### config.mk
export PLATFORM = sky130hd
export DESIGN_NAME = sg_page_walker
export DESIGN_NICKNAME = d
export VERILOG_FILES = /design/src/rtl/sg_walk_pkg.sv /design/src/rtl/sg_walk_dp.sv /design/src/rtl/sg_walk_ctrl.sv /design/src/rtl/sg_page_walker.sv
export SDC_FILE = /design/constraint.sdc
export NUM_CORES = 1
export LEC_CHECK = 0
export CORE_MARGIN = 2
export CORE_UTILIZATION = 50
export CTS_BUF_LIST = sky130_fd_sc_hd__clkbuf_8
export CTS_CLUSTER_SIZE = 25
export DETAILED_ROUTE_END_ITERATION = 8
export DONT_BUFFER_PORTS = 1
export GPL_ROUTABILITY_DRIVEN = 0
export HOLD_SLACK_MARGIN = 0.05
export MAX_ROUTING_LAYER = met4
export PLACE_DENSITY = 0.77
export SLEW_MARGIN = 10
export SYNTH_ARGS = -nofsm -noshare
export SYNTH_HDL_FRONTEND = slang
export SYNTH_SLANG_ARGS = --single-unit
### constraint.sdc
create_clock -name clk -period 7.3 [get_ports clk]
set_input_delay 0.73 -clock clk [delete_from_list [all_inputs] [get_ports clk]]
set_output_delay 0.73 -clock clk [all_outputs]
set_load 0.005 [all_outputs]
### src/rtl/sg_walk_pkg.sv
package sg_walk_pkg;

  typedef enum logic [1:0] {
    ST_IDLE,
    ST_FETCH,
    ST_ISSUE,
    ST_WAIT
  } walkState_e;

  // strobes from control to datapath
  typedef struct packed {
    logic load;      // capture operands
    logic takeDesc;  // capture descriptor word into the physical address
    logic advance;   // segment finished: step to the next page
  } walkCmd_t;

  // conditions from datapath to control
  typedef struct packed {
    logic lenZero;   // nothing left to move
    logic idxOver;   // current index beyond the limit
    logic memOver;   // pending segment runs past physical memory
  } walkStat_t;

endpackage

### src/rtl/sg_walk_dp.sv
module sg_walk_dp
  import sg_walk_pkg::*;
#(
  parameter int ADDR_W = 32,
  parameter int LEN_W = 32,
  parameter int IDX_W = 16,
  parameter int PAGE_BYTES = 4096,
  parameter longint unsigned MEM_BYTES = 64'd1048576
) (
  input  logic              clk,
  input  logic              rstN,
  input  walkCmd_t          cmd,
  input  logic [ADDR_W-1:0] tableBase,
  input  logic [IDX_W-1:0]  maxIndex,
  input  logic [ADDR_W-1:0] linOffset,
  input  logic [LEN_W-1:0]  byteLen,
  input  logic              dirWrite,
  input  logic [ADDR_W-1:0] descRdData,
  output walkStat_t         stat,
  output logic [ADDR_W-1:0] descRdAddr,
  output logic [ADDR_W-1:0] segAddr,
  output logic [LEN_W-1:0]  segLen,
  output logic              segWrite
);

  localparam int PG_W = $clog2(PAGE_BYTES);
  localparam int PI_W = ADDR_W - PG_W;
  localparam int EXT_W = ADDR_W + 2;
  localparam logic [EXT_W-1:0] MEM_LIM = EXT_W'(MEM_BYTES);
  localparam int DESC_SHIFT = 3;  // 8-byte entries

  logic [ADDR_W-1:0] baseReg;
  logic [IDX_W-1:0]  maxReg;
  logic [PI_W-1:0]   pageIdx;
  logic [PG_W-1:0]   inPage;
  logic [LEN_W-1:0]  remain;
  logic [ADDR_W-1:0] physAddr;
  logic              dirReg;

  logic [LEN_W-1:0]  pageRoom;
  logic [LEN_W-1:0]  segLenC;
  logic [EXT_W-1:0]  memEnd;

  always_comb begin
    pageRoom = LEN_W'(PAGE_BYTES) - LEN_W'(inPage);
    segLenC  = (remain < pageRoom) ? remain : pageRoom;
    memEnd   = EXT_W'(physAddr) + EXT_W'(segLenC);
  end

  assign stat.lenZero = (remain == '0);
  assign stat.idxOver = ADDR_W'(pageIdx) > ADDR_W'(maxReg);
  assign stat.memOver = memEnd > MEM_LIM;

  assign descRdAddr = baseReg + (ADDR_W'(pageIdx) << DESC_SHIFT);
  assign segAddr    = physAddr;
  assign segLen     = segLenC;
  assign segWrite   = dirReg;

  always_ff @(posedge clk or negedge rstN) begin
    if (!rstN) begin
      baseReg  <= '0;
      maxReg   <= '0;
      pageIdx  <= '0;
      inPage   <= '0;
      remain   <= '0;
      physAddr <= '0;
      dirReg   <= 1'b0;
    end else begin
      if (cmd.load) begin
        baseReg <= tableBase;
        maxReg  <= maxIndex;
        pageIdx <= linOffset[ADDR_W-1:PG_W];
        inPage  <= linOffset[PG_W-1:0];
        remain  <= byteLen;
        dirReg  <= dirWrite;
      end
      if (cmd.takeDesc) begin
        physAddr <= descRdData + ADDR_W'(inPage);
      end
      if (cmd.advance) begin
        remain  <= remain - segLenC;
        pageIdx <= pageIdx + 1'b1;
        inPage  <= '0;
      end
    end
  end

  // after any segment the walk continues page-aligned
  assert_aligned_after_first_R4: assert property (@(posedge clk) disable iff (!rstN)
    cmd.advance |=> (inPage == '0));

endmodule

### src/rtl/sg_walk_ctrl.sv
module sg_walk_ctrl
  import sg_walk_pkg::*;
(
  input  logic      clk,
  input  logic      rstN,
  input  logic      start,
  input  walkStat_t stat,
  input  logic      descRdReady,
  input  logic      segReady,
  input  logic      segDone,
  output walkCmd_t  cmd,
  output logic      descRdValid,
  output logic      segValid,
  output logic      busy,
  output logic      done,
  output logic      error
);

  walkState_e state;
  logic       doneReg;
  logic       errorFlag;

  always_comb begin
    descRdValid  = (state == ST_FETCH) && !stat.lenZero && !stat.idxOver;
    segValid     = (state == ST_ISSUE) && !stat.memOver;
    cmd.load     = (state == ST_IDLE) && start;
    cmd.takeDesc = descRdValid && descRdReady;
    cmd.advance  = (state == ST_WAIT) && segDone;
  end

  assign busy  = (state != ST_IDLE) || doneReg;
  assign done  = doneReg;
  assign error = errorFlag;

  always_ff @(posedge clk or negedge rstN) begin
    if (!rstN) begin
      state     <= ST_IDLE;
      doneReg   <= 1'b0;
      errorFlag <= 1'b0;
    end else begin
      doneReg <= 1'b0;
      unique case (state)
        ST_IDLE: begin
          if (start && !doneReg) begin
            errorFlag <= 1'b0;
            state     <= ST_FETCH;
          end
        end
        ST_FETCH: begin
          if (stat.lenZero) begin
            doneReg <= 1'b1;
            state   <= ST_IDLE;
          end else if (stat.idxOver) begin
            errorFlag <= 1'b1;
            doneReg   <= 1'b1;
            state     <= ST_IDLE;
          end else if (descRdReady) begin
            state <= ST_ISSUE;
          end
        end
        ST_ISSUE: begin
          if (stat.memOver) begin
            errorFlag <= 1'b1;
            doneReg   <= 1'b1;
            state     <= ST_IDLE;
          end else if (segReady) begin
            state <= ST_WAIT;
          end
        end
        ST_WAIT: begin
          if (segDone) state <= ST_FETCH;
        end
        default: state <= ST_IDLE;
      endcase
    end
  end

  assert_seg_held_R6: assert property (@(posedge clk) disable iff (!rstN)
    (segValid && !segReady) |=> segValid);

  assert_desc_held_R6: assert property (@(posedge clk) disable iff (!rstN)
    (descRdValid && !descRdReady) |=> descRdValid);

  assert_done_pulse_R9: assert property (@(posedge clk) disable iff (!rstN)
    done |=> !done);

  assert_error_sticky_R9: assert property (@(posedge clk) disable iff (!rstN)
    (state == ST_IDLE && !start) |=> $stable(errorFlag));

endmodule

### src/rtl/sg_page_walker.sv
module sg_page_walker
  import sg_walk_pkg::*;
#(
  parameter int ADDR_W = 32,
  parameter int LEN_W = 32,
  parameter int IDX_W = 16,
  parameter int PAGE_BYTES = 4096,
  parameter longint unsigned MEM_BYTES = 64'd1048576
) (
  input  logic              clk,
  input  logic              rstN,
  input  logic              start,
  input  logic [ADDR_W-1:0] tableBase,
  input  logic [IDX_W-1:0]  maxIndex,
  input  logic [ADDR_W-1:0] linOffset,
  input  logic [LEN_W-1:0]  byteLen,
  input  logic              dirWrite,
  output logic              busy,
  output logic              done,
  output logic              error,
  output logic              descRdValid,
  input  logic              descRdReady,
  output logic [ADDR_W-1:0] descRdAddr,
  input  logic [ADDR_W-1:0] descRdData,
  output logic              segValid,
  input  logic              segReady,
  output logic [ADDR_W-1:0] segAddr,
  output logic [LEN_W-1:0]  segLen,
  output logic              segWrite,
  input  logic              segDone
);

  walkCmd_t  cmd;
  walkStat_t stat;

  sg_walk_ctrl u_ctrl (
    .clk(clk), .rstN(rstN), .start(start), .stat(stat),
    .descRdReady(descRdReady), .segReady(segReady), .segDone(segDone),
    .cmd(cmd), .descRdValid(descRdValid), .segValid(segValid),
    .busy(busy), .done(done), .error(error)
  );

  sg_walk_dp #(
    .ADDR_W(ADDR_W), .LEN_W(LEN_W), .IDX_W(IDX_W),
    .PAGE_BYTES(PAGE_BYTES), .MEM_BYTES(MEM_BYTES)
  ) u_dp (
    .clk(clk), .rstN(rstN), .cmd(cmd),
    .tableBase(tableBase), .maxIndex(maxIndex), .linOffset(linOffset),
    .byteLen(byteLen), .dirWrite(dirWrite), .descRdData(descRdData),
    .stat(stat), .descRdAddr(descRdAddr), .segAddr(segAddr),
    .segLen(segLen), .segWrite(segWrite)
  );

  assert_seg_len_R3: assert property (@(posedge clk) disable iff (!rstN)
    segValid |-> (segLen != '0) && (segLen <= LEN_W'(PAGE_BYTES)));

  assert_no_seg_with_error_R8: assert property (@(posedge clk) disable iff (!rstN)
    segValid |-> !error);

endmodule

==> summary.txt, run 1 <==
Status: finished, final reports clean
# fillers: 2308
Htree depth: 4
Share of layout cells above drive strength 1: 9.793%
GRT Util Overall: 28.08%
N_diodes: 0
Max-cap violations: 0
Top delay family on crit path: simple AND/OR/NAND/NOR gates
HPWL Detailed: 28500 um
Final max-slew violation count: 0
Max frequency: 138.2 MHz
Critical path class: reg2out
Via density: 6.208
Routed length on met3: 3230 um
Vias: 12250
I/O pin total: 253
Root buf cell: clkbuf_8
Yosys cell types: 87
Initial core utilization: 51.08%
Pre-CTS setup slack: 201.5 ps
Critical path's slowest cell: fa_2
Synth-to-layout area growth: 8.972%
Vias in the first global route: 11740
Layout Skew: 21.53 ps
Antenna violations before repair: 0
# nets final: 1898
Setup crit end kind: primary output
Die X: 164.6 um
Total power: 7.295 mW
Hold Vio Cnt, Final: 0
Wire length on met1: 15700 um
Row cnt: 58
Hold Slack: 262.9 ps
DRC Markers: 0
Period minus WS final: 7236 ps
CTS Buf Count: 17
Share of the synthesized area in the top cell type: 28.90%
# clock sinks: 149
Detailed Route WL: 38390 um
Max_slew headroom: 18.46%
#FFs+latches synth: 149
Power Density: 518.9 nW/um2
Die Height: 164.6 um
DIE AREA: 27100 um2
Leading post-synthesis cells by cell area: dfrtp_1 29%, ha_1 11%, nand2_1 8.9%, o21ai_0 4.5%, a21oi_1 4.3%
Drt first pass iters: 6
First-pass GRT wire length: 58920 um
Synth Cell Area: 12900 um2
Met2 Wirelength: 18260 um
Avg Cell Area, Syn: 7.895 um2
Worst-Margin Slew: 1217 ps
Flop-to-flop setup slack: 870 ps
Placed cells: 1928
Net Sw Frac: 52.17%
WP data arrival: 6510 ps
Critical path data required time: 6570 ps
Initial drt markers: 878
Worst setup SP type: flip-flop
Yosys Warn Count: 0
Post-route clock period utilization: 99.13%
Tightest Hold Check Type: in2async
Max Root-Sink Buffers: 2
Overflow after GRT: 0
Detail Route Antenna Nets: 0
CP peak stage delay: 520 ps
Largest net degree at the start of global routing: 150
IO buf count: 0
Register area share after synthesis: 28.90%
Dominant cell type by area after synthesis: dfrtp_1
Worst Path Buf+Inv: 5
Most used cell, CP: a21o_1
DR top layer: met4
Core area: 25250 um2
VDD IR max: 0.3124 mV
WL per Instance: 19.45 um
Finished Layout Cells: 1974
CTS tree: built
Leak: 6.394 nW
Reg power frac: 23.8%
Final-report setup violation count: 0
Worst skew pair latency: 480 ps
Post-synthesis async set-or-reset flop share: 100.0%
Post-Route Setup TNS: 0 ps
Mapped Cells: 1634
EDFF count, synth: 0
Int Power: 3.489 mW
Final worst setup slack: 63.62 ps
Top FF cell, synth: dfrtp_1
Clk pin slew, worst setup/hold paths: 100 ps
Clock power share: 9.0%
Switch Pwr: 3.805 mW
Maximum fanout along the worst path: 5
Gate power share: 67.2%
-- layer usage --
| metal | vias up | track usage [%] |
|---|---|---|
| met4 | 0 | 9.723 |
| met1 | 5801 | 33.61 |
| met3 | 115 | 6.931 |
| li1 | 5806 | - |
| met5 | - | - |
| met2 | 532 | 46.27 |
-- cells by family (layout without fill, tap and decap cells) --
group	after synthesis	count (layout)	share of synthesized area, %
other cells	1	38	0.02907
simple gates	640	640	22.98
buf+inv	176	149	5.888
flops	149	149	28.90
xor+xnor	73	73	4.956
mux	38	38	3.113
compound gates	441	441	22.65
fa+ha+maj	116	116	11.48
-- area by class of cell --
class | count | area (um2) | area share [%]
clock inverters | 15 | 140.1 | 0.9969
flip-flops and latches | 149 | 3735 | 26.57
well taps | 330 | 412.9 | 2.937
multi-input cells | 1346 | 8964 | 63.77
repair buffers | 27 | 234.0 | 1.664
inverters | 90 | 337.8 | 2.403
clock buffers | 17 | 234.0 | 1.664
-- synth_stat cells, types with 5 or more instances --
| cell | count |
|---|---|
| a211oi_1 | 19 |
| nand4_1 | 23 |
| buf_4 | 22 |
| mux2i_1 | 21 |
| nor3_1 | 39 |
| nand2_1 | 307 |
| nor2b_1 | 8 |
| buf_2 | 11 |
| a21o_1 | 34 |
| or4_1 | 5 |
| nor3b_1 | 7 |
| or3_1 | 11 |
| xnor2_1 | 40 |
| nand2b_1 | 15 |
| o21bai_1 | 8 |
| a311oi_1 | 9 |
| and3_1 | 22 |
| o21ai_0 | 116 |
| o31ai_1 | 17 |
| o21a_1 | 12 |
| a311o_1 | 7 |
| dfrtp_1 | 149 |
| ha_1 | 112 |
| nor2_1 | 103 |
| a21boi_0 | 10 |
| o211ai_1 | 16 |
| nand3_1 | 40 |
| inv_1 | 90 |
| o2111ai_1 | 5 |
| nor4_1 | 19 |
| or2_2 | 9 |
| a21oi_1 | 112 |
| buf_1 | 7 |
| mux2_2 | 16 |
| and2_1 | 9 |
| a31oi_1 | 18 |
| xor2_1 | 33 |
| and4_1 | 6 |
| clkbuf_1 | 44 |
-- layout by cell type (no fill, tap or decap), types with 38 or more instances in the layout --
master / n
a21oi_1: 108
conb_1: 38
dfrtp_1: 144
ha_1: 99
inv_1: 88
nand2_1: 305
nand3_1: 39
nor2_1: 102
o21ai_0: 114
xnor2_1: 38
-- stage by stage --
stage          util, %  instance area [um2]
6_report         55.66                14060
5_1_grt          55.66                14060
4_1_cts          54.09                13660
3_5_place_dp     52.13                13160
3_3_place_gp     52.13                13160
2_1_floorplan        -                13040
-- worst register-to-register path, delay by kind of cell, from the launching register on --
kind | cells | cell delay [ps]
flops | 1 | 420
buf+inv | 5 | 520
fa+ha+maj | 4 | 1210
compound gates | 18 | 3950
mux | 1 | 210
-- state kept, by name, indices dropped and copies added (netlist names), 2 cells and up --
register and flops:
u_ctrl.state 2, u_dp.baseReg 32, u_dp.inPage 12, u_dp.remain 32, u_dp.segAddr 32, u_dp.maxReg 16
u_dp.pageIdx 20
-- repair_timing --
action / CTS / global route
endpoints found under the hold margin: 149 / 0
resized for setup: 17 / 58
buffers inserted: 1 / 12
pin swaps: 5 / 17
hold buffers: 1 / 0
endpoints found under the setup margin: 1 / 1
-- path summary, 6_finish.rpt --
kind	cells after the start	from	to
setup / recovery	27	u_dp.inPage[1]$_DFFE_PN0P_	segValid
hold / removal	1	rstN	u_dp.baseReg[25]$_DFFE_PN0P_
setup reg to reg	28	u_dp.inPage[1]$_DFFE_PN0P_	u_dp.remain[28]$_DFFE_PN0P_
hold reg to reg	2	u_dp.baseReg[11]$_DFFE_PN0P_	u_dp.baseReg[11]$_DFFE_PN0P_
max in group asynchronous	1	rstN	u_dp.inPage[4]$_DFFE_PN0P_
min in group clk	2	tableBase[11]	u_dp.baseReg[11]$_DFFE_PN0P_
-- power by group through the flow --
stage                     Combinational [mW]  Sequential, mW  Clock, mW
final                                   4.90            1.73      0.658
after global routing                    5.42            1.79      0.697
after detailed placement                4.36            1.71          0
after global placement                  4.23            1.70          0
after CTS                               4.46            1.70      0.665
after floorplan                         3.51            1.52          0
Power figures use the tool's default switching activity.
==> run 2, diff against run 1 <==
ABC_AREA = 1   (was not set)
==> summary.txt, run 2 <==
Post-synthesis async set-or-reset flop share: 100.0%
CTS Buf Count: 17
Root buf cell: clkbuf_8
Max Root-Sink Buffers: 2
I/O pin total: 253
Final-report setup violation count: 0
Vias in the first global route: 11670
Drt first pass iters: 7
Critical path data required time: 6570 ps
Critical path class: reg2out
# nets final: 2116
Max frequency: 146.9 MHz
Most used cell, CP: nand2_1
DRC Markers: 0
Synth-to-layout area growth: 6.062%
Largest net degree at the start of global routing: 150
Worst skew pair latency: 470 ps
Layout Skew: 20.98 ps
Worst Path Buf+Inv: 5
Post-route cell area: 13680 um2
Critical path's slowest cell: o21ai_0
Post-Route Setup TNS: 0 ps
Hold Slack: 202.7 ps
Clk pin slew, worst setup/hold paths: 110 ps
Status: finished, final reports clean
Share of layout cells above drive strength 1: 7.143%
Worst-Margin Slew: 955.5 ps
Detailed Route WL: 36100 um
Die X: 164.6 um
RSZ-0062 raised after global routing: false
Initial drt markers: 902
CP peak stage delay: 630 ps
# clock sinks: 149
Detail Route Antenna Nets: 0
GRT Util Overall: 27.50%
Antenna violations before repair: 1
Vias: 12130
Top FF cell, synth: dfrtp_1
DIE AREA: 27100 um2
Via density: 5.532
CTS tree: built
EDFF count, synth: 0
Final max-slew violation count: 0
Post-route clock period utilization: 93.23%
Worst setup SP type: flip-flop
Commonest non-fill, non-tap cell in the layout: nand2_1
Top delay family on crit path: simple AND/OR/NAND/NOR gates
HPWL Detailed: 28220 um
Power Density: 500.9 nW/um2
Setup crit end kind: primary output
Mapped Cells: 1837
Leading post-synthesis cells by cell area: dfrtp_1 29%, nand2_1 14%, ha_1 11%, inv_1 7.3%, nor2_1 4.6%
Yosys Warn Count: 0
Overflow after GRT: 0
Initial core utilization: 51.08%
Final worst setup slack: 494.0 ps
WL per Instance: 16.46 um
WP data arrival: 6080 ps
Finished Layout Cells: 2193
IO buf count: 0
Leak: 6.942 nW
Commonest cells after routing, fill and taps aside: 481 x nand2_1, 251 x inv_1, 158 x nor2_1
Share of the synthesized area in the top cell type: 28.90%
Avg Cell Area, Syn: 7.022 um2
Core area: 25250 um2
#FFs+latches synth: 149
Pre-CTS setup slack: 893.8 ps
Area post-placement: 13190 um2
Most frequent cells after synthesis: 483 x nand2_1, 252 x inv_1, 159 x nor2_1
Htree depth: 4
Placed cells: 2154
First-pass GRT wire length: 57670 um
Yosys cell types: 50
Synth Cell Area: 12900 um2
Max_slew headroom: 35.91%
Max-cap violations: 0
Row cnt: 58
Die Height: 164.6 um
Total power: 6.853 mW
Register area share after synthesis: 28.90%
Tightest Hold Check Type: in2async
Period minus WS final: 6806 ps
Count leader, synth: nand2_1
Final Util: 54.18%
# fillers: 2406
Maximum fanout along the worst path: 5
VDD IR max: 0.3002 mV
Dominant cell type by area after synthesis: dfrtp_1
Hold Vio Cnt, Final: 0
-- run 2: layout make-up --
cell class | instances | area, um2 | area share [%]
Antenna cell | 1 | 2.502 | 0.01829
Multi-Input combinational cell | 1408 | 8033 | 58.71
Timing Repair Buffer | 10 | 95.09 | 0.6950
Sequential cell | 149 | 3729 | 27.25
Clock inverter | 15 | 185.2 | 1.353
Clock buffer | 17 | 234.0 | 1.710
Tap cell | 330 | 412.9 | 3.018
Inverter | 263 | 991.0 | 7.243
-- run 2: path summary, 6_finish.rpt --
path                                            startpoint  slack (ps)                      endpoint  cells after the start
worst max-delay path            u_dp.inPage[1]$_DFFE_PN0P_         490                      segValid                     32
worst min-delay path                                  rstN         200  u_dp.baseReg[21]$_DFFE_PN0P_                      1
worst max register to register  u_dp.inPage[1]$_DFFE_PN0P_        1400   u_dp.remain[28]$_DFFE_PN0P_                     32
worst min register to register    u_ctrl.error$_DFFE_PN0P_         510      u_ctrl.error$_DFFE_PN0P_                      2
max in group asynchronous                             rstN        6440  u_dp.segAddr[10]$_DFFE_PN0P_                      1
min in group clk                               byteLen[21]         380   u_dp.remain[21]$_DFFE_PN0P_                      2
-- run 2: worst register-to-register path: cells and delay by family (launching register included) --
kind            cells  cell delay, ps
fa+ha+maj           4            1160
buf+inv             3             370
simple gates       17            2430
flops               1             420
compound gates      8            1460
-- run 2: logic make-up (layout without fill, tap and decap cells) --
family / count (synthesis) / after routing / share of synthesized area (%)
buffers and inverters: 317 / 305 / 10.00
adder cells (fa/ha/maj): 116 / 116 / 11.48
other: 1 / 39 / 0.02907
multiplexers: 27 / 27 / 2.357
AND/OR/NAND/NOR: 837 / 837 / 27.69
AO/OA/AOI/OAI: 308 / 308 / 13.97
XOR/XNOR: 82 / 82 / 5.567
flip-flops: 149 / 149 / 28.90
-- run 2: per-layer routing --
layer | up-vias | global-route usage [%] | share of wire, %
li1 | 5985 | - | -
met1 | 5593 | 35.01 | 43
met2 | 471 | 44.14 | 47
met3 | 83 | 5.299 | 7.5
met4 | 0 | 9.130 | 2.6
met5 | - | - | 0
-- run 2: power by group --
part | switching [mW] | leakage, nW | internal, mW
sequential | 0.472 | 1.80 | 1.22
clock | 0.408 | 0.205 | 0.264
combinational | 2.85 | 4.93 | 1.64
total | 3.73 | 6.94 | 3.12
-- run 2: what timing repair did --
item,in CTS,in global routing
gates resized for setup,0,6
hold endpoints to repair,149,0
buffers inserted,0,5
hold buffers,1,0
setup endpoints to repair,0,1
==> run 3, diff against run 2 <==
--- a/config.mk
+++ b/config.mk
@@ -9,5 +9,5 @@
 export CORE_MARGIN = 2
 export CORE_UTILIZATION = 50
-export CTS_BUF_LIST = sky130_fd_sc_hd__clkbuf_8
+export CTS_BUF_LIST = sky130_fd_sc_hd__clkbuf_16
 export CTS_CLUSTER_SIZE = 25
 export DETAILED_ROUTE_END_ITERATION = 8
==> constraint.sdc (replaced) <==
create_clock -name clk -period 7.3 [get_ports clk]
set_input_delay 0 -clock clk [delete_from_list [all_inputs] [get_ports clk]]
set_output_delay 0 -clock clk [all_outputs]
set_load 0.005 [all_outputs]
==> summary.txt, run 3 (synthesis gave the netlist of run 2 again) <==
CTS tree: built
Largest net degree at the start of global routing: 150
Row cnt: 58
Worst setup SP type: flip-flop
CP peak stage delay: 740 ps
Post-Route Setup TNS: 0 ps
Max_slew headroom: 32.91%
RSZ-0062 raised after global routing: false
Critical path class: reg2reg
Core area: 25250 um2
Clk pin slew, worst setup/hold paths: 70 ps
Max Root-Sink Buffers: 2
WL per Instance: 16.95 um
Drt first pass iters: 8
Max frequency: 153.7 MHz
HPWL Detailed: 28320 um
Hold Path Stages: 6
Hold EP: u_dp.segAddr[26]$_DFFE_PN0P_
# nets final: 2276
Vias in the first global route: 12930
Period minus WS final: 6506 ps
CTS Buf Count: 17
Status: finished, final reports clean
Share of layout cells above drive strength 1: 6.231%
Max-cap violations: 0
Flop-to-flop setup slack: 790 ps
Die X: 164.6 um
Synth-to-layout area growth: 20.38%
Htree depth: 4
R2r endpoint: u_ctrl.state[0]$_DFFE_PN0P_
WP data arrival: 6870 ps
Hold Vio Cnt, Final: 0
I/O pin total: 253
DIE AREA: 27100 um2
GRT Util Overall: 30.35%
Leak: 7.731 nW
Launch point of the worst reg-to-reg path: u_dp.inPage[0]$_DFFE_PN0P_
HP Start: descRdData[22]
Final max-slew violation count: 0
Setup crit end kind: flip-flop
Worst-Margin Slew: 995.8 ps
VDD IR max: 0.3182 mV
Overflow after GRT: 0
Detail Route Antenna Nets: 0
Layout Skew: 14.46 ps
Critical path's slowest cell: o21ai_0
Commonest cells after routing, fill and taps aside: 482 x nand2_1, 252 x inv_1, 165 x dlygate4sd3_1
Post-route clock period utilization: 89.13%
Area post-placement: 13190 um2
First-pass GRT wire length: 63870 um
Via density: 5.613
Post-CTS Resized: 0
Root buf cell: clkbuf_16
Initial drt markers: 1059
Maximum fanout along the worst path: 15
Vias: 13210
DRC Markers: 0
Tightest Hold Check Type: in2reg
Antenna violations before repair: 0
Final-report setup violation count: 0
Commonest non-fill, non-tap cell in the layout: nand2_1
IO buf count: 0
Post-route cell area: 15530 um2
Hold Slack: 83.65 ps
Critical path data required time: 7670 ps
Most used cell, CP: nand2_1
R2r worst-path depth: 32
Initial core utilization: 51.08%
Power Density: 476.4 nW/um2
Worst skew pair latency: 440 ps
# clock sinks: 149
Detailed Route WL: 39890 um
Die Height: 164.6 um
[run 3: changes by cell type in the layout (fill, tap and decap cells not counted), sizes merged]
cell / previous run / this run
buf: 10 / 5
bufinv: 0 / 4
inv: 266 / 269
clkinv: 10 / 5
dlygate4sd3: 0 / 165
clkinvlp: 2 / 0
[run 3: power by group]
part	internal, mW	leakage (nW)	switching (mW)
clock network	0.591	0.325	0.425
registers	1.22	1.80	0.492
logic	1.71	5.60	2.96
[run 3: area by class of cell]
cell class / count / area (um2)
clock inverters: 15 / 232.7
flip-flops and latches: 149 / 3729
inverters: 263 / 987.2
fillers: 2164 / 9726
repair buffers: 170 / 1709
well taps: 330 / 412.9
multi-input cells: 1408 / 8030
diodes: 1 / 2.502
clock buffers: 17 / 425.4
[run 3: per-stage QoR]
step	util [%]	setup slack (ps)	total power [mW]	instances
after floorplan	-	2419	5.030	1874
after global placement	52.22	1705	5.916	2154
after detailed placement	52.22	1443	6.045	2154
after CTS	61.48	887.2	7.205	2352
after global routing	61.48	141.9	8.052	2352
final	61.49	793.7	7.397	2353
[run 3: critical path, delay by kind of cell (launching register included)]
kind                       cells  cell delay [ps]
xor gates and xnor gates       2              350
AOI/OAI and AO/OA              4             1050
adders and majority gates      3             1020
and+or+nand+nor               20             2760
buffers and inverters          3              820
DFF                            1              450
[run 3: repair_timing]
item,4_1_cts,5_1_grt
setup buffers,0,0
endpoints found under the hold margin,296,0
hold buffers,166,0
[run 3: how the worst max path moves through the flow]
stage	start	end	slack [ps]	cells after the start
floorplan	u_dp.inPage[0]$_DFFE_PN0P_	u_ctrl.state[1]$_DFFE_PN0P_	2420	32
global placement	u_dp.inPage[0]$_DFFE_PN0P_	u_ctrl.state[0]$_DFFE_PN0P_	1700	31
detailed placement	u_dp.inPage[0]$_DFFE_PN0P_	u_ctrl.state[0]$_DFFE_PN0P_	1440	31
CTS	u_dp.inPage[0]$_DFFE_PN0P_	u_ctrl.state[1]$_DFFE_PN0P_	890	31
global route	u_dp.inPage[1]$_DFFE_PN0P_	u_ctrl.state[1]$_DFFE_PN0P_	140	36
finish	u_dp.inPage[0]$_DFFE_PN0P_	u_ctrl.state[0]$_DFFE_PN0P_	790	32
[run 3: routing by layer]
metal	share of wire (%)	vias to the layer above	GRT usage, %
li1	-	6302	-
met1	40	6125	36.99
met2	48	665	49.85
met3	8.6	115	5.826
met4	3.6	0	11.90
met5	0	-	-
